### src/rtl/sector_lock_pkg.sv
package sector_lock_pkg;

  localparam int unsigned DQ_W = 8;

  localparam logic [DQ_W-1:0] CMD_PULSE  = 8'h60;
  localparam logic [DQ_W-1:0] CMD_VERIFY = 8'h40;
  localparam logic [DQ_W-1:0] CMD_RESET  = 8'hF0;
  localparam logic [DQ_W-1:0] RD_LOCKED  = 8'h01;
  localparam logic [DQ_W-1:0] RD_OPEN    = 8'h00;

  // address bit that selects the unlock direction
  localparam int unsigned BIT_DIR = 6;

  typedef enum logic [3:0] {
    S_IDLE, S_HV_ON, S_SEL, S_CHK_W, S_CHK_R, S_PLS_W, S_PLS_WAIT,
    S_VFY_W, S_VFY_R, S_NEXT, S_HV_OFF, S_RST_CMD, S_DONE, S_FAIL
  } seq_state_e;

  typedef enum logic [1:0] {
    B_IDLE, B_SETUP, B_STROBE, B_HOLD
  } bus_state_e;

  function automatic int unsigned us_to_cycles(input int unsigned khz,
                                               input int unsigned us);
    longint unsigned prod;
    longint unsigned cyc;
    prod = longint'(khz) * longint'(us);
    cyc  = (prod + 64'd999) / 64'd1000;
    if (cyc == 0) cyc = 1;
    return 32'(cyc);
  endfunction

endpackage

### src/rtl/sector_lock_timer.sv
module sector_lock_timer #(
  parameter int CNT_W = 8
) (
  input  logic             clk_i,
  input  logic             rst_ni,
  input  logic             en_i,
  input  logic [CNT_W-1:0] limit_i,
  output logic             done_o
);

  logic [CNT_W-1:0] cnt_q;

  assign done_o = en_i && (cnt_q == limit_i - CNT_W'(1));

  always_ff @(posedge clk_i or negedge rst_ni) begin
    if (!rst_ni)      cnt_q <= '0;
    else if (!en_i)   cnt_q <= '0;
    else if (!done_o) cnt_q <= cnt_q + CNT_W'(1);
  end

  // count never runs past the selected wait
  p_tmr_bound_r3: assert property (@(posedge clk_i) disable iff (!rst_ni)
    (en_i && limit_i != '0) |-> (cnt_q < limit_i));

endmodule

### src/rtl/sector_lock_bus.sv
module sector_lock_bus
  import sector_lock_pkg::*;
#(
  parameter int ADDR_W = 19
) (
  input  logic              clk_i,
  input  logic              rst_ni,
  input  logic              req_i,
  input  logic              wr_i,
  input  logic [ADDR_W-1:0] addr_i,
  input  logic [DQ_W-1:0]   wdata_i,
  output logic              ack_o,
  output logic [DQ_W-1:0]   rdata_o,
  output logic [ADDR_W-1:0] flash_addr_o,
  output logic [DQ_W-1:0]   flash_dq_o,
  input  logic [DQ_W-1:0]   flash_dq_i,
  output logic              flash_we_no,
  output logic              flash_oe_no,
  output logic              flash_ce_no
);

  bus_state_e        st_q;
  logic              wr_q;
  logic [ADDR_W-1:0] addr_q;
  logic [DQ_W-1:0]   data_q;
  logic [DQ_W-1:0]   rdata_q;

  always_ff @(posedge clk_i or negedge rst_ni) begin
    if (!rst_ni) begin
      st_q    <= B_IDLE;
      wr_q    <= 1'b0;
      addr_q  <= '0;
      data_q  <= '0;
      rdata_q <= '0;
    end else begin
      unique case (st_q)
        B_IDLE: if (req_i) begin
          wr_q   <= wr_i;
          addr_q <= addr_i;
          data_q <= wdata_i;
          st_q   <= B_SETUP;
        end
        B_SETUP:  st_q <= B_STROBE;
        B_STROBE: begin
          if (!wr_q) rdata_q <= flash_dq_i;
          st_q <= B_HOLD;
        end
        B_HOLD:   st_q <= B_IDLE;
        default:  st_q <= B_IDLE;
      endcase
    end
  end

  assign ack_o        = (st_q == B_HOLD);
  assign rdata_o      = rdata_q;
  assign flash_addr_o = addr_q;
  assign flash_dq_o   = data_q;
  assign flash_ce_no  = (st_q == B_IDLE);
  assign flash_we_no  = !((st_q == B_STROBE) && wr_q);
  assign flash_oe_no  = !((st_q == B_STROBE) && !wr_q);

  p_strobe_excl_r9: assert property (@(posedge clk_i) disable iff (!rst_ni)
    !(!flash_we_no && !flash_oe_no));

  p_strobe_ce_r9: assert property (@(posedge clk_i) disable iff (!rst_ni)
    (!flash_we_no || !flash_oe_no) |-> !flash_ce_no);

  p_addr_stable_r9: assert property (@(posedge clk_i) disable iff (!rst_ni)
    (!flash_ce_no && $past(!flash_ce_no)) |-> $stable(flash_addr_o));

endmodule

### src/rtl/sector_lock_track.sv
module sector_lock_track #(
  parameter int NUM_SECT = 19,
  parameter int IDX_W    = 5,
  parameter int PC_W     = 10
) (
  input  logic             clk_i,
  input  logic             rst_ni,
  input  logic             idx_clr_i,
  input  logic             idx_inc_i,
  input  logic             pc_clr_i,
  input  logic             pc_inc_i,
  output logic [IDX_W-1:0] idx_o,
  output logic [PC_W-1:0]  pc_o,
  output logic             last_o
);

  logic [IDX_W-1:0] idx_q;
  logic [PC_W-1:0]  pc_q;

  always_ff @(posedge clk_i or negedge rst_ni) begin
    if (!rst_ni) begin
      idx_q <= '0;
      pc_q  <= PC_W'(1);
    end else begin
      if (idx_clr_i)      idx_q <= '0;
      else if (idx_inc_i) idx_q <= idx_q + IDX_W'(1);
      if (pc_clr_i)       pc_q  <= PC_W'(1);
      else if (pc_inc_i)  pc_q  <= pc_q + PC_W'(1);
    end
  end

  assign idx_o  = idx_q;
  assign pc_o   = pc_q;
  assign last_o = (idx_q == IDX_W'(NUM_SECT - 1));

  p_idx_range_r4: assert property (@(posedge clk_i) disable iff (!rst_ni)
    idx_q <= IDX_W'(NUM_SECT - 1));

  p_pc_nonzero_r7: assert property (@(posedge clk_i) disable iff (!rst_ni)
    pc_q != '0);

endmodule

### src/rtl/sector_lock_seq.sv
module sector_lock_seq
  import sector_lock_pkg::*;
#(
  parameter int unsigned ADDR_W     = 19,
  parameter int unsigned NUM_SECT   = 19,
  parameter int unsigned CLK_KHZ    = 100000,
  parameter int unsigned HV_US      = 1,
  parameter int unsigned LOCK_US    = 150,
  parameter int unsigned UNLOCK_US  = 15000,
  parameter int unsigned LOCK_MAX   = 25,
  parameter int unsigned UNLOCK_MAX = 1000,
  localparam int IDX_W = (NUM_SECT > 1) ? $clog2(NUM_SECT) : 1
) (
  input  logic              clk_i,
  input  logic              rst_ni,
  input  logic              start_i,
  input  logic              unlock_i,
  output logic [IDX_W-1:0]  sect_idx_o,
  input  logic [ADDR_W-1:0] sect_base_i,
  input  logic              sect_sel_i,
  output logic [ADDR_W-1:0] flash_addr_o,
  output logic [DQ_W-1:0]   flash_dq_o,
  input  logic [DQ_W-1:0]   flash_dq_i,
  output logic              flash_we_no,
  output logic              flash_oe_no,
  output logic              flash_ce_no,
  output logic              flash_hv_o,
  output logic              busy_o,
  output logic              done_o,
  output logic              fail_o,
  output logic [IDX_W-1:0]  fail_sect_o
);

  localparam int unsigned HV_CYC   = us_to_cycles(CLK_KHZ, HV_US);
  localparam int unsigned LOCK_CYC = us_to_cycles(CLK_KHZ, LOCK_US);
  localparam int unsigned UNL_CYC  = us_to_cycles(CLK_KHZ, UNLOCK_US);
  localparam int unsigned MAX_W1   = (LOCK_CYC > HV_CYC) ? LOCK_CYC : HV_CYC;
  localparam int unsigned MAX_CYC  = (UNL_CYC > MAX_W1) ? UNL_CYC : MAX_W1;
  localparam int TMR_W = $clog2(MAX_CYC + 1);
  localparam int unsigned PC_MAX = (UNLOCK_MAX > LOCK_MAX) ? UNLOCK_MAX : LOCK_MAX;
  localparam int PC_W = $clog2(PC_MAX + 1);

  seq_state_e        state_q, state_d;
  logic              unlock_mode_q;
  logic              pass_q;   // 0: lock pass, 1: unlock pass
  logic [IDX_W-1:0]  fail_sect_q;

  logic              bus_req, bus_wr, bus_ack;
  logic [ADDR_W-1:0] bus_addr, tgt_addr;
  logic [DQ_W-1:0]   bus_wdata, bus_rdata;
  logic              dir_bit;

  logic              idx_clr, idx_inc, pc_clr, pc_inc, last_sect;
  logic [IDX_W-1:0]  idx;
  logic [PC_W-1:0]   pc, pc_lim;

  logic              tmr_en, tmr_done;
  logic [TMR_W-1:0]  tmr_limit;

  logic              vfy_ok, idle_like;

  sector_lock_bus #(.ADDR_W(ADDR_W)) i_bus (
    .clk_i, .rst_ni,
    .req_i        (bus_req),
    .wr_i         (bus_wr),
    .addr_i       (bus_addr),
    .wdata_i      (bus_wdata),
    .ack_o        (bus_ack),
    .rdata_o      (bus_rdata),
    .flash_addr_o (flash_addr_o),
    .flash_dq_o   (flash_dq_o),
    .flash_dq_i   (flash_dq_i),
    .flash_we_no  (flash_we_no),
    .flash_oe_no  (flash_oe_no),
    .flash_ce_no  (flash_ce_no)
  );

  sector_lock_track #(.NUM_SECT(NUM_SECT), .IDX_W(IDX_W), .PC_W(PC_W)) i_track (
    .clk_i, .rst_ni,
    .idx_clr_i (idx_clr),
    .idx_inc_i (idx_inc),
    .pc_clr_i  (pc_clr),
    .pc_inc_i  (pc_inc),
    .idx_o     (idx),
    .pc_o      (pc),
    .last_o    (last_sect)
  );

  sector_lock_timer #(.CNT_W(TMR_W)) i_timer (
    .clk_i, .rst_ni,
    .en_i    (tmr_en),
    .limit_i (tmr_limit),
    .done_o  (tmr_done)
  );

  always_comb begin
    tgt_addr          = sect_base_i;
    tgt_addr[BIT_DIR] = dir_bit;
    tgt_addr[1]       = 1'b1;
    tgt_addr[0]       = 1'b0;
  end

  assign pc_lim    = pass_q ? PC_W'(UNLOCK_MAX) : PC_W'(LOCK_MAX);
  assign vfy_ok    = pass_q ? (bus_rdata == RD_OPEN) : (bus_rdata == RD_LOCKED);
  assign idle_like = (state_q == S_IDLE) || (state_q == S_DONE) || (state_q == S_FAIL);

  always_comb begin
    state_d   = state_q;
    bus_req   = 1'b0;
    bus_wr    = 1'b0;
    bus_wdata = '0;
    dir_bit   = 1'b0;
    tmr_en    = 1'b0;
    tmr_limit = TMR_W'(HV_CYC);
    idx_clr   = 1'b0;
    idx_inc   = 1'b0;
    pc_clr    = 1'b0;
    pc_inc    = 1'b0;
    unique case (state_q)
      S_IDLE, S_DONE, S_FAIL: if (start_i) begin
        idx_clr = 1'b1;
        pc_clr  = 1'b1;
        state_d = S_HV_ON;
      end
      S_HV_ON: begin
        tmr_en = 1'b1;
        if (tmr_done) state_d = S_SEL;
      end
      S_SEL: begin
        if (pass_q)             state_d = S_PLS_W;
        else if (unlock_mode_q) state_d = S_CHK_W;
        else if (sect_sel_i)    state_d = S_PLS_W;
        else                    state_d = S_NEXT;
      end
      S_CHK_W: begin
        bus_req   = 1'b1;
        bus_wr    = 1'b1;
        bus_wdata = CMD_VERIFY;
        if (bus_ack) state_d = S_CHK_R;
      end
      S_CHK_R: begin
        bus_req = 1'b1;
        if (bus_ack) state_d = (bus_rdata == RD_LOCKED) ? S_NEXT : S_PLS_W;
      end
      S_PLS_W: begin
        dir_bit   = pass_q;
        bus_req   = 1'b1;
        bus_wr    = 1'b1;
        bus_wdata = CMD_PULSE;
        if (bus_ack) state_d = S_PLS_WAIT;
      end
      S_PLS_WAIT: begin
        tmr_en    = 1'b1;
        tmr_limit = pass_q ? TMR_W'(UNL_CYC) : TMR_W'(LOCK_CYC);
        if (tmr_done) state_d = S_VFY_W;
      end
      S_VFY_W: begin
        dir_bit   = pass_q;
        bus_req   = 1'b1;
        bus_wr    = 1'b1;
        bus_wdata = CMD_VERIFY;
        if (bus_ack) state_d = S_VFY_R;
      end
      S_VFY_R: begin
        dir_bit = pass_q;
        bus_req = 1'b1;
        if (bus_ack) begin
          if (vfy_ok)            state_d = S_NEXT;
          else if (pc >= pc_lim) state_d = S_FAIL;
          else begin
            pc_inc  = 1'b1;
            state_d = S_PLS_W;
          end
        end
      end
      S_NEXT: begin
        pc_clr = 1'b1;
        if (!last_sect) begin
          idx_inc = 1'b1;
          state_d = S_SEL;
        end else if (unlock_mode_q && !pass_q) begin
          idx_clr = 1'b1;
          state_d = S_SEL;
        end else begin
          state_d = S_HV_OFF;
        end
      end
      S_HV_OFF: begin
        tmr_en = 1'b1;
        if (tmr_done) state_d = S_RST_CMD;
      end
      S_RST_CMD: begin
        bus_req   = 1'b1;
        bus_wr    = 1'b1;
        bus_wdata = CMD_RESET;
        if (bus_ack) state_d = S_DONE;
      end
      default: state_d = S_IDLE;
    endcase
  end

  // reset command goes to address 0, everything else to the sector
  assign bus_addr = (state_q == S_RST_CMD) ? '0 : tgt_addr;

  always_ff @(posedge clk_i or negedge rst_ni) begin
    if (!rst_ni) begin
      state_q       <= S_IDLE;
      unlock_mode_q <= 1'b0;
      pass_q        <= 1'b0;
      fail_sect_q   <= '0;
    end else begin
      state_q <= state_d;
      if (idle_like && start_i) begin
        unlock_mode_q <= unlock_i;
        pass_q        <= 1'b0;
        fail_sect_q   <= '0;
      end
      if (state_q == S_NEXT && last_sect && unlock_mode_q && !pass_q)
        pass_q <= 1'b1;
      if (state_q == S_VFY_R && bus_ack && !vfy_ok && pc >= pc_lim)
        fail_sect_q <= idx;
    end
  end

  assign sect_idx_o  = idx;
  assign busy_o      = !idle_like;
  assign done_o      = (state_q == S_DONE);
  assign fail_o      = (state_q == S_FAIL);
  assign fail_sect_o = fail_sect_q;
  assign flash_hv_o  = state_q inside {S_HV_ON, S_SEL, S_CHK_W, S_CHK_R, S_PLS_W,
                                       S_PLS_WAIT, S_VFY_W, S_VFY_R, S_NEXT};

  p_pulse_addr_r3: assert property (@(posedge clk_i) disable iff (!rst_ni)
    (!flash_we_no && flash_dq_o == CMD_PULSE) |-> (flash_addr_o[1:0] == 2'b10 && flash_hv_o));

  p_rst_cmd_hv_off_r8: assert property (@(posedge clk_i) disable iff (!rst_ni)
    (!flash_we_no && flash_dq_o == CMD_RESET) |-> (!flash_hv_o && flash_addr_o == '0));

  p_pc_limit_r5: assert property (@(posedge clk_i) disable iff (!rst_ni)
    pc <= pc_lim);

  p_fail_quiet_r5: assert property (@(posedge clk_i) disable iff (!rst_ni)
    fail_o |-> (flash_ce_no && !flash_hv_o));

  p_fail_hold_r5: assert property (@(posedge clk_i) disable iff (!rst_ni)
    (fail_o && !start_i) |=> fail_o);

  p_done_fail_excl_r8: assert property (@(posedge clk_i) disable iff (!rst_ni)
    !(done_o && fail_o));

  p_mode_held_r10: assert property (@(posedge clk_i) disable iff (!rst_ni)
    (busy_o && $past(busy_o)) |-> $stable(unlock_mode_q));

endmodule

### config.mk
export PLATFORM = sky130hd
export DESIGN_NAME = sector_lock_seq
export DESIGN_NICKNAME = d
export VERILOG_FILES = /design/src/rtl/sector_lock_pkg.sv /design/src/rtl/sector_lock_timer.sv /design/src/rtl/sector_lock_bus.sv /design/src/rtl/sector_lock_track.sv /design/src/rtl/sector_lock_seq.sv
export SDC_FILE = /design/constraint.sdc
export NUM_CORES = 1
export LEC_CHECK = 0
export CAP_MARGIN = 20
export CELL_PAD_IN_SITES_DETAIL_PLACEMENT = 1
export CELL_PAD_IN_SITES_GLOBAL_PLACEMENT = 1
export CORE_MARGIN = 1.5
export CORE_UTILIZATION = 37
export DETAILED_ROUTE_END_ITERATION = 8
export PLACE_DENSITY = 0.74
export SLEW_MARGIN = 20
export SYNTH_ARGS = -nofsm -noshare
export SYNTH_HDL_FRONTEND = slang
export SYNTH_SLANG_ARGS = --single-unit
### constraint.sdc
create_clock -name clk_i -period 2.5 [get_ports clk_i]
set_clock_uncertainty 0.15 [all_clocks]
set_input_delay 0.375 -clock clk_i [delete_from_list [all_inputs] [get_ports clk_i]]
set_output_delay 0.375 -clock clk_i [all_outputs]
set_load 0.01 [all_outputs]
Yosys cells after proc, flatten, opt, wreduce, memory -nomap -nowiden. Index checks and enable logic that the tools add are counted.

Flip-flop bits (word level): 85. Bits of input ports: 32. Logic and storage cells: 137.

Add/subtract/negate cells: 4. Magnitude comparators: 1. Equal/unequal tests: 31. Mux-type cells: 52. Bitwise gates (word level): 1. Reduce and logical (&&, ||, !) cells: 36.

Operators with widths (number): 21-bit two-way mux (4); 4-bit two-way mux (18); 4-bit case mux with 12 select lines (1); 10-bit two-way mux (3); 4-bit equality test, second input constant (6); 8-bit case mux with 3 select lines (1); 21-bit by 1-bit adder with 21-bit output, second input constant (1); 21-bit equality test (1); 21-bit by 1-bit subtractor with 21-bit output, second input constant (1); 5-bit two-way mux (4); 19-bit two-way mux (1); 4-bit by 3-bit equality test with 1-bit output, second input constant (4); 1-bit two-way mux (16); 2-bit inequality test, second input constant (8); 1-bit logical AND (11); 10-bit by 1-bit adder with 10-bit output, second input constant (1); 10-bit greater-or-equal comparator (1); 10-bit AND reduction (1); 9-bit nonzero test (1); 3-bit OR reduction (3); 4-bit by 2-bit equality test with 1-bit output, second input constant (2); 8-bit by 1-bit equality test with 1-bit output, second input constant (1); 8-bit zero test (1); 2-bit by 1-bit inequality test with 1-bit output, second input constant (4); 18 further kinds (30).

Longest topological paths before layout. Gate-level depths: netlist of run 1.

Depth after elaboration: 8. Mapped depth: 9.

By module. Synthesis of run 1 repeated with hierarchy kept, for this count alone.

Cell total of the unflattened synthesis: 561. Area total of the unflattened synthesis: 5521.5 sq um.

Modules (own cells, without submodules): sector_lock_timer (instances 1, cells an instance 238, area each 2000.7 sq um); sector_lock_bus (instances 1, cells an instance 92, area each 1571.5 sq um); sector_lock_seq (instances 1, cells an instance 161, area each 1214.9 sq um); sector_lock_track (instances 1, cells an instance 70, area each 734.5 sq um).

Worst setup path after synthesis of run 1. Ideal clock, no wire load.

Path type: flip-flop to flip-flop. Start point: register pass_q. End point: register i_track.pc_q[8], in the netlist i_track.pc_o[8]. Setup time: 79 ps. Data arrival time: 2332 ps. Required time: 2271 ps. Path slack: -61 ps. Stages on the path, launching flop included: 10. Buffers on the path: 2. Path through: dfrtp_1 -> buf_2 -> inv_1 -> ha_1 -> or4b_1 -> o211ai_2 -> nand4_2 -> buf_2 -> nor3_1 -> mux2i_1.

Cells in the longest elaborated chain, start to end: 7.

RTL lines: start, declared (line sector_lock_seq.sv:45) `logic pass_q;`; start signal, assigned (line sector_lock_seq.sv:209) `pass_q <= 1'b0;`; start signal, assigned (line sector_lock_seq.sv:215) `pass_q <= 1'b0;`; start signal, assigned (line sector_lock_seq.sv:219) `pass_q <= 1'b1;`; 10-bit two-way mux (line sector_lock_seq.sv:103) `assign pc_lim = pass_q ? PC_W'(UNLOCK_MAX) : PC_W'(LOCK_MAX);`; 10-bit greater-or-equal comparator (line sector_lock_seq.sv:169) `else if (pc >= pc_lim) state_d = S_FAIL;`; 1-bit two-way mux (line sector_lock_seq.sv:169); 1-bit two-way mux (*) (line sector_lock_seq.sv:168) `if (vfy_ok) state_d = S_NEXT;`; 1-bit two-way mux (*) (line sector_lock_seq.sv:167) `if (bus_ack) begin`; 1-bit two-way mux (*) (line sector_lock_seq.sv:119) `unique case (state_q)`; 2-bit nonzero test (no source line) (*); end signal, assigned (line sector_lock_track.sv:28) `else if (pc_inc_i) pc_q <= pc_q + PC_W'(1);`; end, declared (line sector_lock_track.sv:18) `logic [PC_W-1:0] pc_q;`.

Every way passes the cells marked *; elsewhere a longest branch is shown, timed or not. A chain may end at the register's enable or synchronous reset.

Final worst setup path of run 1.
Start point: register i_track.pc_q[0], in the netlist i_track.pc_o[0]. End point: register i_track.pc_q[1], in the netlist i_track.pc_o[1].

Cells in the longest elaborated chain, start to end: 6.

RTL lines (line): 10-bit greater-or-equal comparator (sector_lock_seq.sv:169); 1-bit two-way mux (sector_lock_seq.sv:169); 1-bit two-way mux (sector_lock_seq.sv:168); 1-bit two-way mux (sector_lock_seq.sv:167); 1-bit two-way mux (sector_lock_seq.sv:119); 2-bit nonzero test (no source line).

Several ways; a longest one is shown, not always the timed one. The select of a mux whose other input is x is not followed.

==> results of run 1 <==
[layout by cell type, fill, tap and decap left out, types with 6 or more instances in the layout]
| cell | instances |
|---|---|
| nor2_1 | 26 |
| xnor2_1 | 9 |
| mux2i_1 | 11 |
| nand4_1 | 9 |
| mux2_2 | 10 |
| buf_6 | 6 |
| inv_1 | 18 |
| xor2_1 | 10 |
| o21ai_0 | 10 |
| nor3_1 | 7 |
| a22o_1 | 16 |
| ha_1 | 14 |
| buf_4 | 35 |
| clkdlybuf4s50_1 | 64 |
| dfrtp_1 | 78 |
| clkbuf_16 | 9 |
| a21oi_1 | 15 |
| o21ai_1 | 9 |
| nand2_1 | 45 |
| nand3_1 | 15 |
[layout make-up]
class                      instances  area, um2
clock buffer                      11        243
inverter                          22       82.6
clock inverter                     5       33.8
fill                            1267       5630
multi-input combinational        316       2300
timing repair buffer             109       1020
tap                              143        179
sequential                        79       1980
[sequential cells by signal (all words and copies together) (netlist names)]
signal and count:
i_bus.flash_dq_o 3, i_track.idx_o 5, i_bus.rdata_o 8, fail_sect_o 5
state_q 4, pass_q 1, unlock_mode_q 1, i_bus.flash_addr_o 18
i_timer.cnt_q 21, i_bus.st_q 2, i_track.pc_o 10, i_bus.wr_q 1
[worst paths after layout]
path / start / to / slack [ns] / cells past startpoint
worst max register to register: i_track.pc_o[0] / i_track.pc_o[1] / 0.004 / 10
worst max-delay path: i_track.pc_o[0] / i_track.pc_o[1] / 0.004 / 10
worst min register to register: i_bus.flash_dq_o[5] / i_bus.flash_dq_o[5] / 0.33 / 2
worst min-delay path: i_bus.flash_dq_o[5] / i_bus.flash_dq_o[5] / 0.33 / 2
min in group asynchronous: rst_ni / i_timer.cnt_q[15] / 0.41 / 2
max in group asynchronous: rst_ni / state_q[3] / 1.19 / 3
[cells by family (layout without fill, tap and decap cells)]
family	count (synthesis)	in the layout
xor+xnor	19	19
buf+inv	42	147
flops	79	79
other cells	1	5
mux	25	25
compound gates	95	95
fa+ha+maj	18	18
simple gates	154	154
[routing by layer]
layer | global-route usage | part of all wire | vias up
met3 | 0.0397 | 0.033 | 14
met2 | 0.343 | 0.50 | 76
met1 | 0.250 | 0.45 | 1907
met4 | 0.0675 | 0.015 | 0
met5 | 0 | 0 | -
li1 | - | - | 1781
[metrics by stage]
stage	setup WS, ns	hold WS (ns)	instance area, um2
final	0.00400	0.334	5830
after floorplan	0.00310	-0.0706	4380
after global placement	0.0203	0.235	5410
after global routing	-0.0857	0.348	5830
after detailed placement	-0.0614	0.241	5410
after CTS	-0.0429	0.333	5700
[power by group]
group          internal [W]  switching, W  total, W
clock network      0.000697      0.000531   0.00123
registers           0.00129    0.00000749   0.00130
logic             0.0000737     0.0000514  0.000125
[critical path: stages (launching register included)]
cell,delay [ns]
dfstp_2,0.54
inv_2,0.05
ha_4,0.23
or4b_4,0.53
o211ai_2,0.11
nand4_2,0.17
buf_6,0.19
buf_6,0.12
buf_6,0.11
mux2i_1,0.13
nor2_1,0.06
[what timing repair did]
| item | 4_1_cts | 5_1_grt |
|---|---|---|
| setup endpoints to repair | 9 | 33 |
| setup buffers | 0 | 4 |
| hold buffers | 1 | 0 |
| endpoints found under the hold margin | 36 | 0 |
| resized for setup | 4 | 26 |
| pin swaps | 1 | 15 |
==> results.toml, run 1 <==
[die]
ios = 76
dieWidth_um = 112
core_area_mm2 = 0.0115
initial_core_util = 0.380
die_h_um = 112
num_rows = 39
die_area_mm2 = 0.0125

[routing]
ant_nets = 0
wirelength_mm = 11.7
wl_per_cell_um = 17.1
vias_per_cell = 5.52
drc_errors = 0
drt_first_iter_violations = 167
drtPass1Iterations = 4
vias = 3778

[setup_path]
worst-path-max-fanout = 7
critPathRequiredTime_ns = 2.58
cp.arrival_ns = 2.58
startpoint_type = "flop"
crit_path_end_kind = "flop"
critical_path_class = "reg -> reg"

[sta]
worstMarginPinSlew_ns = 0.572
fmax_mhz = 401
fin_crit_ns = 2.50
final_max_slew_viol_count = 0
hold_viol = 0
setup_violations = 0
min_period_over_period = 0.998
relSlewSlack = 0.615
final.setup.tns_ns = 0
rsz0062_at_grt = "yes"

[placed_design]
numPlacedInstances = 664
place_congestion = 0.869
dp_hpwl_mm = 8.62
port_buffers = 67

[pwr]
leakage_nw = 2.59
ir_worst_vdd_uv = 574
p_per_area_mw_per_mm2 = 455
power_w = 0.00265

[synth]
synth_area_leader_cell = "dfrtp_1"
ys_async_sr_fraction = 1.00
synth_mux_area_frac = 0.0614
synth.distinct_cells = 70
synthXorXnorAreaFrac = 0.0381
synth_edf_count = 0
synthFlopType = "dfrtp_1"
synth_compound_area_frac = 0.165
ys_warn_count = 0
ys_seq_area_frac = 0.453
synth.area.top_cells = "dfrtp_1 (45%), ha_1 (5.2%), nand2_1 (4.0%)"
synth_top_family_by_area = "simple AND/OR/NAND/NOR gates"
synth_seq_cells = 79
yosysTopAreaCellShare = 0.447
yosysMostFrequentCell = "dfrtp_1"
synth_common_cells = "dfrtp_1 (78), nand2_1 (46), nor2_1 (27)"
syn_inst = 433
avgSynthCellArea_um2 = 10.1
yosys.area_share.simple = 0.187
syn_area_mm2 = 0.00436
synth_fa_ha_area_frac = 0.0516

[clock_network]
cts.sinks = 79
clockBufferDepth = 2
cts_made_buffers = 9
clk_latency_ns = 0.34
htree_levels = 3
clock-root-buffer = "clkbuf_16"
cts_tree = "built"
clk_pin_slew_ns = 0.06

[layout]
final_util = 0.509
layout.nets = 587
area_growth_syn_to_layout_pct = 33.7
num_antenna_cells = 0
stdcell_count = 685
drive_gt1_frac = 0.185

[global_routing]
first_global_vias = 4031
gr-usage-all-layers = 0.199
gr-total-overflow = 0
antenna_found_initial = 0
grt_pass1_wl_mm = 20.0
grt_max_degree = 43

[run_status]
status = "finished clean"

[min_path]
hold_class = "reg -> reg"

[flow_run]
maxCapViolCount = 0
No activity file was read; power rests on OpenSTA's default activity.
==> run 2, diff against run 1 <==
--- a/config.mk
+++ b/config.mk
@@ -5,7 +5,7 @@
 export SDC_FILE = /design/constraint.sdc
 export NUM_CORES = 1
 export LEC_CHECK = 0
-export CAP_MARGIN = 20
+export CAP_MARGIN = 15
 export CELL_PAD_IN_SITES_DETAIL_PLACEMENT = 1
 export CELL_PAD_IN_SITES_GLOBAL_PLACEMENT = 1
 export CORE_MARGIN = 1.5
==> results of run 2 <==
Same layout as run 1: the final DEF is identical, and so are final timing and power.
==> run 3, diff against run 2 <==
--- a/config.mk
+++ b/config.mk
@@ -9,10 +9,11 @@
 export CELL_PAD_IN_SITES_DETAIL_PLACEMENT = 1
 export CELL_PAD_IN_SITES_GLOBAL_PLACEMENT = 1
 export CORE_MARGIN = 1.5
-export CORE_UTILIZATION = 37
+export CORE_UTILIZATION = 39
 export DETAILED_ROUTE_END_ITERATION = 8
-export PLACE_DENSITY = 0.74
+export PLACE_DENSITY = 0.75
 export SLEW_MARGIN = 20
 export SYNTH_ARGS = -nofsm -noshare
 export SYNTH_HDL_FRONTEND = slang
+export SYNTH_HIERARCHICAL = 1
 export SYNTH_SLANG_ARGS = --single-unit
==> constraint.sdc (replaced) <==
create_clock -name clk_i -period 2.5 [get_ports clk_i]
set_clock_uncertainty 0.15 [all_clocks]
set_input_delay 0.75 -clock clk_i [delete_from_list [all_inputs] [get_ports clk_i]]
set_output_delay 0.75 -clock clk_i [all_outputs]
set_load 0.01 [all_outputs]
==> results.toml, run 3 <==
[sta]
relSlewSlack = 0.406
final_max_slew_viol_count = 0
hold_viol = 0
worstMarginPinSlew_ns = 0.878
setup_slack_ns = -1.73
fmax_mhz = 237
setup_violations = 81
min_period_over_period = 1.69
fin_crit_ns = 4.23
hold_ws_ns = 0.181
rsz0062_at_grt = "yes"

[routing]
drc_errors = 0
ant_nets = 0
vias = 5582
drt_first_iter_violations = 352
wirelength_mm = 23.4
drtPass1Iterations = 5
wl_per_cell_um = 24.4
vias_per_cell = 5.81

[die]
core_area_mm2 = 0.0138
die_area_mm2 = 0.0149
initial_core_util = 0.399
die_h_um = 122
ios = 76
dieWidth_um = 122
num_rows = 43

[synth]
syn_inst = 561
synth_seq_cells = 85
synth_area_leader_cell = "dfrtp_1"
synth.area.top_cells = "dfrtp_1 (38%), mux2_4 (5.4%), ha_1 (4.5%)"
synthFlopType = "dfrtp_1"
yosysMostFrequentCell = "dfrtp_1"
syn_area_mm2 = 0.00552
synth_common_cells = "dfrtp_1 (84), nand2_1 (39), a21oi_1 (37)"
synth_edf_count = 0
ys_async_sr_fraction = 1.00
avgSynthCellArea_um2 = 9.84
ys_warn_count = 6
yosysTopAreaCellShare = 0.381
ys_seq_area_frac = 0.385
synth.distinct_cells = 73

[setup_path]
critical_path_class = "reg -> reg"
cp_cell_sequence = "and2b_2, nand2_4, buf_4, inv_1, buf_4, nor4_1, nand4_1, o31a_1, nor4_2, o2111ai_2, nor4_4, and2_1, inv_1, a222oi_1, buf_4, a21oi_1, a41o_1"
critPathSlowestCell = "dfrtp_1"
startpoint_type = "flop"
worst_path_largest_cell_delay_ns = 0.43
critPathRequiredTime_ns = 2.59
cp_top_family = "simple AND/OR/NAND/NOR gates"
cp.arrival_ns = 4.32
worst-path-max-fanout = 6
crit_path_end_kind = "flop"
critPathBufInv = 5
critPathMostFrequentCell = "buf_4"

[layout]
area_growth_syn_to_layout_pct = 49.4
fill_cells = 1459
layout.nets = 828
largest_reg_flops = 21
multi_input_area_mm2 = 0.00361
num_antenna_cells = 0
largest-register = "i_timer/cnt_q"
final_cell_mix = "buf_4 (99), dfrtp_1 (83), clkdlybuf4s50_1 (64)"
register_area_mm2 = 0.00213
mostFrequentLayoutCell = "buf_4"
drive_gt1_frac = 0.345

[min_path]
hold_class = "in -> async"

[pwr]
p_comb_frac = 0.569
p_sw_w = 0.00322
p_per_area_mw_per_mm2 = 954
power_w = 0.00787
p_int_w = 0.00465
clock_power_share = 0.168
p_sw_frac = 0.410
leakage_nw = 3.52
ir_worst_vdd_uv = 885
pwr-share-seq = 0.263

[clock_network]
cts_tree = "built"
cts_hold_buf = 0
clock-root-buffer = "clkbuf_16"
clk_latency_ns = 0.36
cts.sinks = 85
clk_pin_slew_ns = 0.07
htree_levels = 3
clockBufferDepth = 2
cts_made_buffers = 9

[global_routing]
gr-usage-all-layers = 0.277
antenna_found_initial = 0
grt_pass1_wl_mm = 31.8
grt_max_degree = 37
first_global_vias = 5930
gr-total-overflow = 0

[placed_design]
dp_hpwl_mm = 11.9
place_congestion = 0.829
port_buffers = 72

[run_status]
status = "finished with violations"
violations = "setup timing"

[flow_run]
maxCapViolCount = 0
-- run 3: cell types whose count changed after synthesis, sizes merged, moves of 8 or more --
cell	change
nor4	+8
a21oi	+20
inv	+8
a22o	-15
or3	+8
o31ai	+11
or4	+14
and2	+15
mux2	+24
-- run 3: worst reg2reg max path, stage by stage, from the launching register on --
cell       delay (ns)
dfrtp_1          0.43
and2b_2          0.28
nand2_4          0.12
buf_4            0.16
inv_1            0.14
buf_4            0.20
nor4_1           0.33
nand4_1          0.21
o31a_1           0.29
nor4_2           0.29
o2111ai_2        0.18
nor4_4           0.26
and2_1           0.22
inv_1            0.06
a222oi_1         0.28
buf_4            0.20
a21oi_1          0.07
a41o_1           0.24
-- run 3: per-stage QoR --
step                      instances  setup TNS (ns)  utilization  instance area [um2]  setup WS [ns]
after floorplan                 585          -37.77            -                 5710          -2.12
final                           960          -81.89        0.597                 8250          -1.73
after global placement          904          -34.10        0.521                 7210          -1.24
after global routing            960          -87.83        0.597                 8250          -1.86
after CTS                       946          -44.37        0.573                 7930          -1.33
after detailed placement        904          -40.55        0.521                 7210          -1.44
-- run 3: layout make-up --
cell class / count / share of cell area
inverters: 30 / 0.0156
well taps: 180 / 0.0273
flip-flops and latches: 85 / 0.258
clock buffers: 11 / 0.0282
multi-input cells: 443 / 0.437
clock inverters: 4 / 0.00394
repair buffers: 207 / 0.229
-- run 3: what timing repair did --
| action | in CTS | in global routing |
|---|---|---|
| pin swaps | 19 | 16 |
| setup buffers | 32 | 17 |
| hold endpoints to repair | 0 | 0 |
| resized for setup | 82 | 53 |
| setup endpoints to repair | 63 | 81 |
-- run 3: routing by layer --
layer | GRT usage | vias to the layer above | share of wire
met5 | 0 | - | 0
met4 | 0.128 | 0 | 0.053
met3 | 0.0445 | 93 | 0.045
met2 | 0.497 | 231 | 0.52
met1 | 0.321 | 2816 | 0.38
li1 | - | 2442 | -
-- run 3: logic make-up after synthesis --
family,count (synthesis),synth area share
adders and majority gates,20,0.0453
xor gates and xnor gates,33,0.0523
buffers and inverters,57,0.0539
muxes,48,0.109
DFF,85,0.385
AOI/OAI and AO/OA,108,0.125
and+or+nand+nor,209,0.228
other,1,0.000679
-- run 3: worst paths after layout --
| kind | startpoint | endpoint | slack, ns | cells past startpoint |
|---|---|---|---|---|
| worst max-delay path | state_q[0] | state_q[1] | -1.73 | 17 |
| worst min-delay path | rst_ni | i_bus/rdata_o[2] | 0.18 | 1 |
| worst max register to register | state_q[0] | state_q[1] | -1.73 | 17 |
| worst min register to register | i_bus/flash_addr_o[7] | i_bus/flash_addr_o[7] | 0.36 | 1 |
| max in group asynchronous | rst_ni | i_track/idx_o[1] | 1.35 | 2 |
| min in group clk_i | i_bus/flash_addr_o[7] | i_bus/flash_addr_o[7] | 0.36 | 1 |
-- run 3: power by group through the flow --
stage	registers [W]	logic, W	clock network, W
floorplan	0.00208	0.00184	0
global placement	0.00198	0.00327	0
detailed placement	0.00201	0.00342	0
CTS	0.00200	0.00376	0.00128
global route	0.00210	0.00467	0.00138
finish	0.00207	0.00448	0.00132
